File: config.mk
export PLATFORM = sky130hd
export DESIGN_NAME = i2c_reg_slave
export DESIGN_NICKNAME = d
export VERILOG_FILES = /design/src/rtl/i2c_reg_slave.sv
export SDC_FILE = /design/constraint.sdc
export NUM_CORES = 1
export LEC_CHECK = 0
export ABC_AREA = 1
export BUFFER_PORTS_ARGS = -buffer_cell sky130_fd_sc_hd__buf_2
export CORE_MARGIN = 4
export CORE_UTILIZATION = 40
export CTS_CLUSTER_SIZE = 40
export DETAILED_ROUTE_END_ITERATION = 16
export GPL_TIMING_DRIVEN = 0
export PLACE_DENSITY_LB_ADDON = 0.05
export SYNTH_ARGS = -nofsm -noshare
export SYNTH_HDL_FRONTEND = slang
export SYNTH_SLANG_ARGS = --single-unit
File: constraint.sdc
create_clock -name clk -period 1.4 [get_ports clk]
set_input_delay 0.28 -clock clk [delete_from_list [all_inputs] [get_ports clk]]
set_output_delay 0.28 -clock clk [all_outputs]
set_load 0.005 [all_outputs]
File: src/rtl/i2c_reg_slave.sv
module i2c_reg_slave #(
  parameter logic [7:0] NARROW_LO = 8'h20,
  parameter logic [7:0] NARROW_HI = 8'h2F,
  parameter int         NARROW_W  = 9,
  parameter logic [7:0] BYTE_BASE = 8'hC0
) (
  input  logic        clk,
  input  logic        rst_n,
  input  logic        scl_i,
  input  logic        sda_i,
  input  logic [1:0]  sel_code,
  output logic        scl_oe,
  output logic        sda_oe,
  output logic [7:0]  reg_addr,
  output logic        reg_wr,
  output logic [15:0] reg_wdata,
  output logic        reg_rd,
  input  logic        reg_rvalid,
  input  logic [15:0] reg_rdata
);

  localparam logic [15:0] NMASK  = 16'((32'd1 << NARROW_W) - 1);
  localparam logic [1:0]  K_ADDR = 2'd0;
  localparam logic [1:0]  K_SUB  = 2'd1;
  localparam logic [1:0]  K_DATA = 2'd2;

  typedef enum logic [2:0] {S_IDLE, S_RX, S_ACK, S_TX, S_MACK, S_LOAD, S_SKIP} state_t;

  logic [1:0]  scl_sy, sda_sy;
  logic        scl_q, sda_q;
  state_t      state;
  logic [1:0]  kind, nbytes;
  logic [3:0]  bitcnt;
  logic [7:0]  rx, hi;
  logic [15:0] tx;
  logic        rd_mode, ld_sent, mack;
  logic [6:0]  chip;
  logic        chip_ok;

  wire scl_s     = scl_sy[1];
  wire sda_s     = sda_sy[1];
  wire scl_rise  = scl_s & ~scl_q;
  wire scl_fall  = ~scl_s & scl_q;
  wire start_det = scl_s & scl_q & sda_q & ~sda_s;
  wire stop_det  = scl_s & scl_q & ~sda_q & sda_s;
  wire byte_done = scl_fall && bitcnt == 4'd8;

  wire is_byte   = reg_addr >= BYTE_BASE;
  wire is_narrow = reg_addr >= NARROW_LO && reg_addr <= NARROW_HI;
  wire [15:0] wmask  = is_byte ? 16'h00FF : (is_narrow ? NMASK : 16'hFFFF);
  wire [15:0] rd_val = reg_rdata & wmask;

  always_comb begin
    chip_ok = 1'b1;
    case (sel_code)
      2'b10:   chip = 7'b1000111;
      2'b01:   chip = 7'b1000110;
      2'b00:   chip = 7'b1000100;
      default: begin chip = 7'b0; chip_ok = 1'b0; end
    endcase
  end

  assign sda_oe = (state == S_ACK) | (state == S_TX & ~tx[15]);
  assign scl_oe = (state == S_LOAD);
  assign reg_rd = (state == S_LOAD) & ~ld_sent;

  always_ff @(posedge clk or negedge rst_n) begin
    if (!rst_n) begin
      scl_sy <= 2'b11;
      sda_sy <= 2'b11;
      scl_q  <= 1'b1;
      sda_q  <= 1'b1;
    end else begin
      scl_sy <= {scl_sy[0], scl_i};
      sda_sy <= {sda_sy[0], sda_i};
      scl_q  <= scl_s;
      sda_q  <= sda_s;
    end
  end

  always_ff @(posedge clk or negedge rst_n) begin
    if (!rst_n) begin
      state     <= S_IDLE;
      kind      <= K_ADDR;
      nbytes    <= 2'd0;
      bitcnt    <= 4'd0;
      rx        <= 8'h00;
      hi        <= 8'h00;
      tx        <= 16'h0000;
      rd_mode   <= 1'b0;
      ld_sent   <= 1'b0;
      mack      <= 1'b0;
      reg_addr  <= 8'h00;
      reg_wr    <= 1'b0;
      reg_wdata <= 16'h0000;
    end else begin
      reg_wr <= 1'b0;
      if (start_det) begin
        state  <= S_RX;
        kind   <= K_ADDR;
        bitcnt <= 4'd0;
        nbytes <= 2'd0;
      end else if (stop_det) begin
        state <= S_IDLE;
      end else begin
        case (state)
          S_RX: begin
            if (scl_rise) begin
              rx     <= {rx[6:0], sda_s};
              bitcnt <= bitcnt + 4'd1;
            end else if (byte_done) begin
              bitcnt <= 4'd0;
              case (kind)
                K_ADDR: begin
                  if (chip_ok && rx[7:1] == chip) begin
                    rd_mode <= rx[0];
                    kind    <= K_SUB;
                    state   <= S_ACK;
                  end else begin
                    state <= S_SKIP;
                  end
                end
                K_SUB: begin
                  reg_addr <= rx;
                  nbytes   <= 2'd0;
                  kind     <= K_DATA;
                  state    <= S_ACK;
                end
                default: begin
                  if (is_byte) begin
                    if (nbytes == 2'd0) begin
                      reg_wr    <= 1'b1;
                      reg_wdata <= {8'h00, rx} & wmask;
                      nbytes    <= 2'd1;
                      state     <= S_ACK;
                    end else begin
                      state <= S_SKIP;
                    end
                  end else if (nbytes == 2'd0) begin
                    hi     <= rx;
                    nbytes <= 2'd1;
                    state  <= S_ACK;
                  end else if (nbytes == 2'd1) begin
                    reg_wr    <= 1'b1;
                    reg_wdata <= {hi, rx} & wmask;
                    nbytes    <= 2'd2;
                    state     <= S_ACK;
                  end else begin
                    state <= S_SKIP;
                  end
                end
              endcase
            end
          end
          S_ACK: begin
            if (scl_fall) begin
              state   <= rd_mode ? S_LOAD : S_RX;
              ld_sent <= 1'b0;
            end
          end
          S_LOAD: begin
            ld_sent <= 1'b1;
            if (reg_rvalid && ld_sent) begin
              tx     <= is_byte ? {rd_val[7:0], 8'h00} : rd_val;
              bitcnt <= 4'd0;
              state  <= S_TX;
            end
          end
          S_TX: begin
            if (scl_fall) begin
              tx <= tx << 1;
              if (bitcnt == 4'd7) begin
                bitcnt <= 4'd0;
                state  <= S_MACK;
              end else begin
                bitcnt <= bitcnt + 4'd1;
              end
            end
          end
          S_MACK: begin
            if (scl_rise) mack <= ~sda_s;
            else if (scl_fall) state <= mack ? S_TX : S_SKIP;
          end
          default: ;
        endcase
      end
    end
  end

  AST_IDLE_QUIET: assert property (@(posedge clk) disable iff (!rst_n)
    (state == S_SKIP) |-> (!sda_oe && !scl_oe && !reg_rd)) else $error("skip drives bus");
  AST_RD_SINGLE: assert property (@(posedge clk) disable iff (!rst_n)
    reg_rd |=> !reg_rd) else $error("reg_rd longer than one cycle");
  AST_STRETCH_END: assert property (@(posedge clk) disable iff (!rst_n)
    (scl_oe && reg_rvalid && !reg_rd) |=> !scl_oe) else $error("SCL held after data");
  AST_SDA_STEADY: assert property (@(posedge clk) disable iff (!rst_n)
    (state == S_TX && $past(state == S_TX) && scl_s && scl_q) |-> $stable(sda_oe)) else $error("SDA moved with SCL high");
  AST_NARROW_WR: assert property (@(posedge clk) disable iff (!rst_n)
    (reg_wr && reg_addr >= NARROW_LO && reg_addr <= NARROW_HI) |-> ((reg_wdata & ~NMASK) == 16'h0)) else $error("narrow upper bits set");
  AST_BYTE_WR: assert property (@(posedge clk) disable iff (!rst_n)
    (reg_wr && reg_addr >= BYTE_BASE) |-> (reg_wdata[15:8] == 8'h00)) else $error("byte reg upper set");
  AST_STOP_RELEASE: assert property (@(posedge clk) disable iff (!rst_n)
    stop_det |=> (!sda_oe && !scl_oe)) else $error("lines held after STOP");

endmodule

Word-level counts from Yosys, hierarchy flattened

Cells that the tools add are included.

Register bits: 77
Bits of input ports: 23
Output and inout port bits: 28
Word-level logic and storage cells: 176

Add/subtract/negate cells: 1
$lt $le $gt $ge: 3
Eq/ne operators: 33
Multiplexer cells: 68
Bitwise gates (word level): 24
Reductions and logical operators: 30

Operators by type and width:

| cell                                                                   | number |
|---|---|
| 16-bit 2-to-1 mux                                                      | 9 |
| 3-bit 2-to-1 mux                                                       | 17 |
| 16-bit AND                                                             | 2 |
| 16-bit one-hot mux with 2 select lines                                 | 1 |
| 2-bit 2-to-1 mux                                                       | 15 |
| 4-bit 2-to-1 mux                                                       | 7 |
| 4-bit inequality test (second input constant)                          | 7 |
| 7-bit one-hot mux with 3 select lines                                  | 1 |
| 9-bit AND reduction                                                    | 2 |
| 8-bit by 16-bit AND with 16-bit output                                 | 1 |
| 3-bit one-hot mux with 5 select lines                                  | 1 |
| 7-bit AND reduction                                                    | 2 |
| 1-bit 2-to-1 mux                                                       | 12 |
| 4-bit one-hot mux with 3 select lines                                  | 1 |
| 4-bit AND reduction                                                    | 3 |
| 6-bit AND reduction                                                    | 2 |
| 1-bit inverter                                                         | 11 |
| 2-bit inequality test (second input constant)                          | 5 |
| 5-bit AND reduction                                                    | 2 |
| 2-bit nonzero test                                                     | 5 |
| 1-bit AND                                                              | 9 |
| 8-bit by 6-bit >= comparator with 1-bit output (second input constant) | 1 |
| 8-bit >= comparator (second input constant)                            | 1 |
| 8-bit by 6-bit <= comparator with 1-bit output (second input constant) | 1 |
| 27 further kinds                                                       | 41 |

Depth between registers and ports, before layout

Gate-level depths: netlist of run 1.

Depth in word-level cells: 11
Depth in mapped cells: 12
Mapped depth without buffers: 12

Worst setup path before layout of run 1

No wires, ideal clock.

Path kind: register -> register
From: register scl_q
To: register hi[5]
Setup time: 122 ps
Arrival: 1383 ps
Data required time: 1278 ps
Slack: -105 ps
Stages on the path, launching flop included: 9
Path buffers: 1
Period minus slack after synthesis: 1505 ps
Cells stage by stage: dfstp_2 -> inv_1 -> nor2_4 -> nand3_4 -> nor2_4 -> nand4_4 -> buf_2 -> nand2_1 -> o21ai_1

Word-level cells in the longest chain between the ends: 5
Elaborated cells on any way between the ends: 13
Classes of those cells: 11 x bitwise; 2 x reduce/logical

Ends and longest elaborated chain:

| element                                          | line   | RTL |
|---|---|---|
| start: declaration                               | 30     | `logic scl_q, sda_q;` |
| start signal: assignment                         | 76     | `scl_q <= scl_s;` |
| 1-bit AND                                        | 44, 45 |  |
| 1-bit AND, on equally long branches (2 in a row) | 45, 44 |  |
| 1-bit inverter (no source line)                  | --     |  |
| 8-bit AND reduction (no source line) *           | --     |  |
| end signal: assignment                           | 140    | `hi <= rx;` |
| end: declaration                                 | 34     | `logic [7:0] rx, hi;` |

Mark *: on every way between the ends. The rest lies on a longest branch, timed or not.
A chain may end at the register's enable or synchronous reset.

Final worst setup path of run 1

From: register scl_q
To: register kind[0]

Word-level cells in the longest chain between the ends: 5
Elaborated cells on any way between the ends: 17
Classes of those cells: 3 x eq/ne; 1 x mux; 8 x bitwise; 5 x reduce/logical

Ends and longest elaborated chain:

| element                                                        | line   | RTL |
|---|---|---|
| 1-bit AND                                                      | 44, 45 |  |
| 1-bit AND, on equally long branches (2 in a row)               | 44, 45 |  |
| 3-bit inequality test (no source line) (tied with other cells) | --     |  |
| 6-bit AND reduction (no source line)                           | --     |  |
| end signal: assignment                                         | 84     | `kind <= K_ADDR;` |
| end signal: assignment                                         | 100    | `kind <= K_ADDR;` |
| end signal: assignment                                         | 117    | `kind <= K_SUB;` |
| end: declaration                                               | 32     | `logic [1:0] kind, nbytes;` |

Parallel ways exist; a longest one is shown, timed or not.

==> results of run 1 <==
[how the worst max path moves through the flow]
stage                               end  cells after the start  slack [ns]                     from
floorplan             hi[5]$_DFFE_PN0P_                      8       -0.08          scl_q$_DFF_PN1_
global placement      rx[2]$_DFFE_PN0P_                      1       -0.59                    rst_n
detailed placement   tx[15]$_DFFE_PN0P_                      8       -0.41  reg_addr[6]$_DFFE_PN0P_
CTS                   hi[4]$_DFFE_PN0P_                      9       -0.23          scl_q$_DFF_PN1_
global route        kind[0]$_DFFE_PN0P_                     11       -0.37          scl_q$_DFF_PN1_
finish              kind[0]$_DFFE_PN0P_                     11       -0.26          scl_q$_DFF_PN1_
[kinds of logic (layout without fill, tap and decap cells)]
family          after synthesis  count (layout)  share of synthesized area
flops                        77              77                      0.512
buf+inv                      69             180                     0.0775
xor+xnor                      1               1                    0.00232
fa+ha+maj                     5               5                     0.0166
simple gates                233             233                      0.262
compound gates               91              91                      0.130
[where the power goes]
group / internal, W / total (W) / switching [W] / leakage (nW)
Clock: 0.00102 / 0.00192 / 0.000897 / 0.107
Combinational: 0.00116 / 0.00296 / 0.00180 / 1.58
Sequential: 0.00265 / 0.00293 / 0.000287 / 0.994
[placed cells by master (no fill, tap or decap), drive strengths merged, types with 5 or more instances in the layout]
cell	instances
a21oi	17
buf	105
clkbuf	12
dfrtp	71
dfstp	6
ha	5
inv	56
nand2	145
nand3	24
nor2	59
o211ai	7
o21ai	59
o22ai	7
[repair_timing]
item | in CTS | in global routing
setup buffers | 20 | 14
hold buffers | 3 | 0
gates cloned | 6 | 1
pin swaps | 9 | 14
gates resized for setup | 82 | 88
endpoints found under the hold margin | 15 | 0
setup endpoints to repair | 72 | 73
[worst max-delay path: cells and delay by family (launching register included)]
family / cells / cell delay (ns)
flops: 1 / 0.56
compound gates: 1 / 0.06
buf+inv: 3 / 0.30
simple gates: 7 / 0.61
[sequential cells by signal, indices dropped and copies added, names as in the netlist, 3 cells and up]
register	flops
bitcnt	4
tx	16
hi	8
reg_wdata	16
reg_addr	8
rx	8
state	3
[cell usage after synthesis, drive strengths merged (3+ instances only)]
cell,count
dfstp,6
o22ai,7
o21ai,59
inv,54
o211ai,7
ha,5
nand4,3
buf,14
dfrtp,71
a21oi,17
nand2,145
nor2,59
nand3,24
[area by class of cell]
| cell class | instances | area (um^2) | share of cell area |
|---|---|---|---|
| Multi-Input combinational cell | 330 | 1960 | 0.366 |
| Sequential cell | 77 | 1940 | 0.361 |
| Timing Repair Buffer | 95 | 731 | 0.136 |
| Inverter | 54 | 205 | 0.0383 |
| Tap cell | 129 | 161 | 0.0301 |
| Buffer | 15 | 146 | 0.0273 |
| Clock buffer | 10 | 128 | 0.0238 |
| Clock inverter | 6 | 93.8 | 0.0175 |
[metrics by stage]
step / setup WS, ns / util / hold slack (ns) / std cells / TNS, ns
2_1_floorplan: -0.0803 / - / -0.0156 / 476 / -2.67
3_3_place_gp: -0.594 / 0.458 / 0.347 / 655 / -60.45
3_5_place_dp: -0.412 / 0.461 / 0.162 / 656 / -19.33
4_1_cts: -0.227 / 0.536 / 0.227 / 701 / -12.91
5_1_grt: -0.369 / 0.581 / 0.220 / 716 / -19.35
6_report: -0.257 / 0.581 / 0.224 / 716 / -13.37
[layer usage]
| metal | vias to the layer above | track usage |
|---|---|---|
| met5 | - | 0 |
| met4 | 0 | 0.0525 |
| met3 | 10 | 0.0453 |
| met2 | 71 | 0.284 |
| met1 | 1656 | 0.260 |
| li1 | 1740 | - |
==> load_flow_metrics.sql, run 1 <==
INSERT INTO impl_metrics (metric_group, metric, value, unit) VALUES
('worst_setup_path', 'regToRegSetupSlack', '-0.26', 'ns'),
('yosys', 'avgSynthCellArea', '7.94', 'um^2'),
('sta', 'post-route-worst-setup-slack', '-0.257', 'ns'),
('clock_tree', 'cts.root.buffer_cell', 'sky130_fd_sc_hd__clkbuf_8', ''),
('sta', 'period_share', '1.18', ''),
('route', 'wl_per_cell', '14.1', 'um'),
('floorplanning', 'die_area', '11100', 'um^2'),
('layout', 'final_area', '5360', 'um^2'),
('layout', 'fillers', '843', ''),
('floorplanning', 'start_util', '0.409', ''),
('worst_setup_path', 'regToRegEndpoint', 'kind[0]$_DFFE_PN0P_', ''),
('layout', 'area.growth.synth_to_final', '41.9', '%'),
('worst_setup_path', 'crit-reg2reg-launch', 'scl_q$_DFF_PN1_', ''),
('yosys', 'yosys.area.top_type_share', '0.470', ''),
('run_status', 'run_status', 'complete, but fails checks', ''),
('power', 'power_leakage', '2.68', 'nW'),
('clock_tree', 'htree_levels', '3', ''),
('sta', 'final.min_clock_period', '1.66', 'ns'),
('global_routing', 'antenna_found_initial', '0', ''),
('floorplanning', 'floorplan.rows', '35', ''),
('worst_setup_path', 'reg2regPathDepth', '11', ''),
('worst_setup_path', 'timing.critical_path.required', '1.63', 'ns'),
('yosys', 'async_flop_share', '1.00', ''),
('yosys', 'synth_fp_nets', '504', ''),
('route', 'detail_route.vias_per_cell', '4.86', ''),
('clock_tree', 'clock_insertion_delay_at_the_later_pin_of_the_skew_report', '0.35', 'ns'),
('layout', 'layout-drive-gt1-share', '0.414', ''),
('clock_tree', 'clock_sinks', '77', ''),
('yosys', 'ys_types', '29', ''),
('sta', 'drv_slew', '0', ''),
('yosys', 'synth_enable_flop_cells', '0', ''),
('route', 'wirelength', '10100', 'um'),
('worst_setup_path', 'path_cells', 'inv_2 -> nor2_4 -> nand3_4 -> buf_4 -> buf_6 -> nor2_1 -> nor2_1 -> nor2_2 -> nand2_2 -> nand2_1 -> o21ai_1', ''),
('power', 'max-vdd-ir-drop', '0.000494', 'V'),
('floorplanning', 'floorplan.die.height', '105', 'um'),
('floorplanning', 'core_outline_area', '9240', 'um^2'),
('floorplanning', 'ios', '51', ''),
('yosys', 'post_synth_instance_area', '3780', 'um^2'),
('sta', 'setup_repair_after_global_routing_missed_its_margin', 'yes', ''),
('sta', 'finalHoldViolations', '0', ''),
('worst_setup_path', 'cp_common_cell', 'sky130_fd_sc_hd__nor2_1', ''),
('power', 'power_density', '1460', 'nW/um^2'),
('sta', 'clock-skew-final', '0.0137', 'ns'),
('clock_tree', 'tritoncts', 'yes', ''),
('run_status', 'violated_checks', 'setup timing', ''),
('global_routing', 'grt_max_degree', '65', ''),
('route', 'detailroute.wirelength.met3', '440', 'um'),
('clock_tree', 'cts_buffers', '9', ''),
('yosys', 'ys_seq_area_frac', '0.512', ''),
('worst_setup_path', 'cp_max_fo', '4', ''),
('global_routing', 'vias_in_the_first_global_route', '3332', ''),
('placement', 'port-buffer-count', '50', ''),
('hold_path', 'min-delay-path-class', 'input pin to flop', ''),
('layout', 'fin_nets', '610', ''),
('yosys', 'ys.warnings.count', '0', ''),
('yosys', 'synth_area_leader_cell', 'sky130_fd_sc_hd__dfrtp_1', ''),
('clock_tree', 'cts.path.max_buffers', '2', ''),
('placement', 'hpwl_after_detailed_placement', '6380', 'um'),
('sta', 'finalSetupViolations', '73', ''),
('placement', 'placer_congestion', '0.852', ''),
('power', 'p_total', '0.00781', 'W'),
('worst_setup_path', 'critPathArrivalTime', '1.89', 'ns'),
('route', 'drt-met1-wl', '4770', 'um'),
('layout', 'antenna-diode-count', '0', ''),
('floorplanning', 'die_x', '105', 'um'),
('route', 'drt_pass1_iterations', '4', ''),
('sta', 'tightestPinTransition', '0.506', 'ns'),
('run', 'maxCapViolCount', '0', ''),
('hold_path', 'min_delay_worst_endpoint', 'tx[0]$_DFFE_PN0P_', ''),
('worst_setup_path', 'setup.worst_path.start_class', 'flop', ''),
('global_routing', 'global_route.overflow_total', '0', '');
Power figures use the tool's default switching activity.
==> run 2, diff against run 1 <==
Settings changed: CORE_ASPECT_RATIO set to 1.2.
==> load_flow_metrics.sql, run 2 (synthesis gave the netlist of run 1 again) <==
INSERT INTO impl_metrics (metric_group, metric, value, unit) VALUES
('run_status', 'run_status', 'complete, but fails checks', ''),
('run_status', 'violated_checks', 'setup timing', ''),
('clock_tree', 'tritoncts', 'yes', ''),
('clock_tree', 'cts.root.buffer_cell', 'sky130_fd_sc_hd__clkbuf_8', ''),
('worst_setup_path', 'critPathArrivalTime', '1.94', 'ns'),
('global_routing', 'vias_in_the_first_global_route', '3420', ''),
('power', 'pwr-share-seq', '0.386', ''),
('worst_setup_path', 'regToRegSetupSlack', '-0.28', 'ns'),
('global_routing', 'global_route.overflow_total', '0', ''),
('worst_setup_path', 'startpoint_of_the_most_critical_setup_path', 'scl_q$_DFF_PN1_', ''),
('route', 'met2_wirelength', '5060', 'um'),
('worst_setup_path', 'endpoint_kind', 'flop', ''),
('route', 'routed-via-count', '3443', ''),
('route', 'wl_per_cell', '14.1', 'um'),
('floorplanning', 'start_util', '0.414', ''),
('worst_setup_path', 'crit-reg2reg-launch', 'scl_q$_DFF_PN1_', ''),
('worst_setup_path', 'reg2regPathDepth', '10', ''),
('layout', 'area.growth.synth_to_final', '39.0', '%'),
('sta', 'timing.slew.headroom', '0.663', ''),
('clock_tree', 'path_clk_slew', '0.09', 'ns'),
('layout', 'antenna-diode-count', '0', ''),
('placement', 'port-buffer-count', '50', ''),
('clock_tree', 'cts.path.max_buffers', '2', ''),
('power', 'clock_power_share', '0.228', ''),
('floorplanning', 'core_outline_area', '9130', 'um^2'),
('sta', 'tightestPinTransition', '0.505', 'ns'),
('placement', 'dpl-instance-area', '4250', 'um^2'),
('floorplanning', 'floorplan.rows', '38', ''),
('route', 'maxUsedRoutingLayer', 'met4', ''),
('route', 'drt_pass1_iterations', '4', ''),
('layout', 'final_area', '5260', 'um^2'),
('sta', 'finalSetupViolations', '65', ''),
('sta', 'setup_repair_after_global_routing_missed_its_margin', 'yes', ''),
('route', 'drt_drc_violations_left', '0', ''),
('floorplanning', 'die_x', '96.7', 'um'),
('sta', 'final.min_clock_period', '1.68', 'ns'),
('global_routing', 'grt_max_degree', '65', ''),
('global_routing', 'antenna_found_initial', '0', ''),
('worst_setup_path', 'cp_max_fo', '3', ''),
('worst_setup_path', 'timing.critical_path.required', '1.66', 'ns'),
('layout', 'final_cell_mix', 'sky130_fd_sc_hd__nand2_1, sky130_fd_sc_hd__dfrtp_1, sky130_fd_sc_hd__buf_2', ''),
('route', 'detail_route.vias_per_cell', '4.88', ''),
('global_routing', 'grt_first_pass_wirelength', '16600', 'um'),
('route', 'drt-met1-wl', '4370', 'um'),
('route', 'detailroute.wirelength.met3', '391', 'um'),
('sta', 'clock-skew-final', '0.00852', 'ns'),
('worst_setup_path', 'path_class', 'flop to flop', ''),
('power', 'netSwitchingFraction', '0.390', ''),
('worst_setup_path', 'slowest_delay', '0.55', 'ns'),
('sta', 'drv_slew', '0', ''),
('power', 'p_total', '0.00759', 'W'),
('hold_path', 'min-delay-path-class', 'input pin to flop', ''),
('power', 'p_switching', '0.00296', 'W'),
('power', 'power_density', '1440', 'nW/um^2'),
('route', 'wirelength', '9960', 'um'),
('power', 'internal_power_of_the_cells', '0.00463', 'W'),
('route', 'drt_first_iter_violations', '139', ''),
('placement', 'placer_congestion', '0.822', ''),
('floorplanning', 'die_area', '11100', 'um^2'),
('layout', 'largest_registers', 'reg_wdata (16), tx (16)', ''),
('hold_path', 'hp-start', 'reg_rdata[0]', ''),
('sta', 'post-route-worst-setup-slack', '-0.276', 'ns'),
('worst_setup_path', 'critical-path-slowest-cell', 'sky130_fd_sc_hd__dfstp_2', ''),
('global_routing', 'global_route.usage.total', '0.185', ''),
('power', 'power_leakage', '2.66', 'nW'),
('layout', 'most_common_cell_after_layout_fill_and_taps_aside', 'sky130_fd_sc_hd__nand2_1', ''),
('sta', 'finalHoldViolations', '0', ''),
('worst_setup_path', 'regToRegEndpoint', 'state[2]$_DFFE_PN0P_', ''),
('hold_path', 'worst_hold_path.num_cells', '3', ''),
('power', 'max-vdd-ir-drop', '0.000541', 'V'),
('clock_tree', 'clock_insertion_delay_at_the_later_pin_of_the_skew_report', '0.36', 'ns'),
('clock_tree', 'clock_sinks', '77', ''),
('layout', 'fin_nets', '608', ''),
('layout', 'layout-drive-gt1-share', '0.405', ''),
('power', 'combPwrFrac', '0.386', ''),
('worst_setup_path', 'path_cells', 'buf_4 -> nand2_4 -> nor3_4 -> nor2_4 -> buf_4 -> buf_4 -> nand2_1 -> a21oi_1 -> nand2_1 -> nand2_1', ''),
('worst_setup_path', 'setup.worst_path.start_class', 'flop', ''),
('hold_path', 'min_delay_worst_endpoint', 'tx[0]$_DFFE_PN0P_', ''),
('floorplanning', 'ios', '51', ''),
('clock_tree', 'cts_buffers', '9', ''),
('sta', 'fin_tns_setup', '-11.37', 'ns'),
('layout', 'fillers', '857', ''),
('run', 'maxCapViolCount', '0', ''),
('route', 'postRouteAntennaNets', '0', ''),
('floorplanning', 'floorplan.die.height', '114', 'um'),
('clock_tree', 'htree_levels', '3', ''),
('placement', 'hpwl_after_detailed_placement', '6540', 'um'),
('sta', 'fmax', '597', 'MHz'),
('sta', 'period_share', '1.20', '');
-- run 2: cell count changes in the layout (fill, tap and decap cells not counted), moves of 4 or more --
cell	delta
sky130_fd_sc_hd__nand2_1	-4
sky130_fd_sc_hd__nand2_4	+5
sky130_fd_sc_hd__nor2_1	+7
sky130_fd_sc_hd__nor2_4	-4
-- run 2: worst max-delay path by stage --
stage,end,cells after the start,slack (ns)
finish,state[2]$_DFFE_PN0P_,10,-0.28
global route,hi[5]$_DFFE_PN0P_,10,-0.36
global placement,rx[3]$_DFFE_PN0P_,1,-0.59
floorplan,hi[5]$_DFFE_PN0P_,8,-0.08
detailed placement,tx[15]$_DFFE_PN0P_,8,-0.41
CTS,hi[5]$_DFFE_PN0P_,8,-0.22
-- run 2: cell type report --
cell class	count	area, um^2	area share
Sequential cell	77	1940	0.369
Multi-Input combinational cell	330	1950	0.370
Timing Repair Buffer	93	678	0.129
Clock buffer	9	124	0.0236
Tap cell	120	150	0.0286
Inverter	54	205	0.0390
Clock inverter	7	72.6	0.0138
Buffer	15	143	0.0271
-- run 2: per-stage QoR --
step,setup WS [ns],util,std cells,hold slack [ns]
2_1_floorplan,-0.0803,-,476,-0.0156
3_3_place_gp,-0.587,0.462,646,0.345
3_5_place_dp,-0.411,0.465,647,0.156
4_1_cts,-0.215,0.536,695,0.195
5_1_grt,-0.359,0.576,705,0.205
6_report,-0.276,0.576,705,0.222
-- run 2: repair_timing --
| item | CTS | global route |
|---|---|---|
| hold endpoints to repair | 15 | 0 |
| gates resized for setup | 69 | 87 |
| gates cloned | 3 | 2 |
| hold buffers | 3 | 0 |
| setup buffers | 26 | 8 |
| endpoints found under the setup margin | 72 | 73 |
| pin swaps | 12 | 14 |
-- run 2: metal layers --
| layer | vias up | track usage |
|---|---|---|
| met4 | 0 | 0.0712 |
| met3 | 9 | 0.0353 |
| met1 | 1633 | 0.242 |
| li1 | 1729 | - |
| met5 | - | 0 |
| met2 | 72 | 0.307 |
-- run 2: worst max-delay path, delay by kind of cell (launching register included) --
kind                   cells  cell delay, ns
buffers and inverters      3            0.38
AND/OR/NAND/NOR            6            0.60
flip-flops                 1            0.55
AO/OA/AOI/OAI              1            0.04
-- run 2: power groups by stage --
stage | clock [W] | combinational, W | sequential [W]
floorplan | 0 | 0.00167 | 0.00289
global placement | 0 | 0.00214 | 0.00295
detailed placement | 0 | 0.00219 | 0.00295
CTS | 0.00177 | 0.00263 | 0.00291
global route | 0.00188 | 0.00331 | 0.00299
finish | 0.00173 | 0.00293 | 0.00293
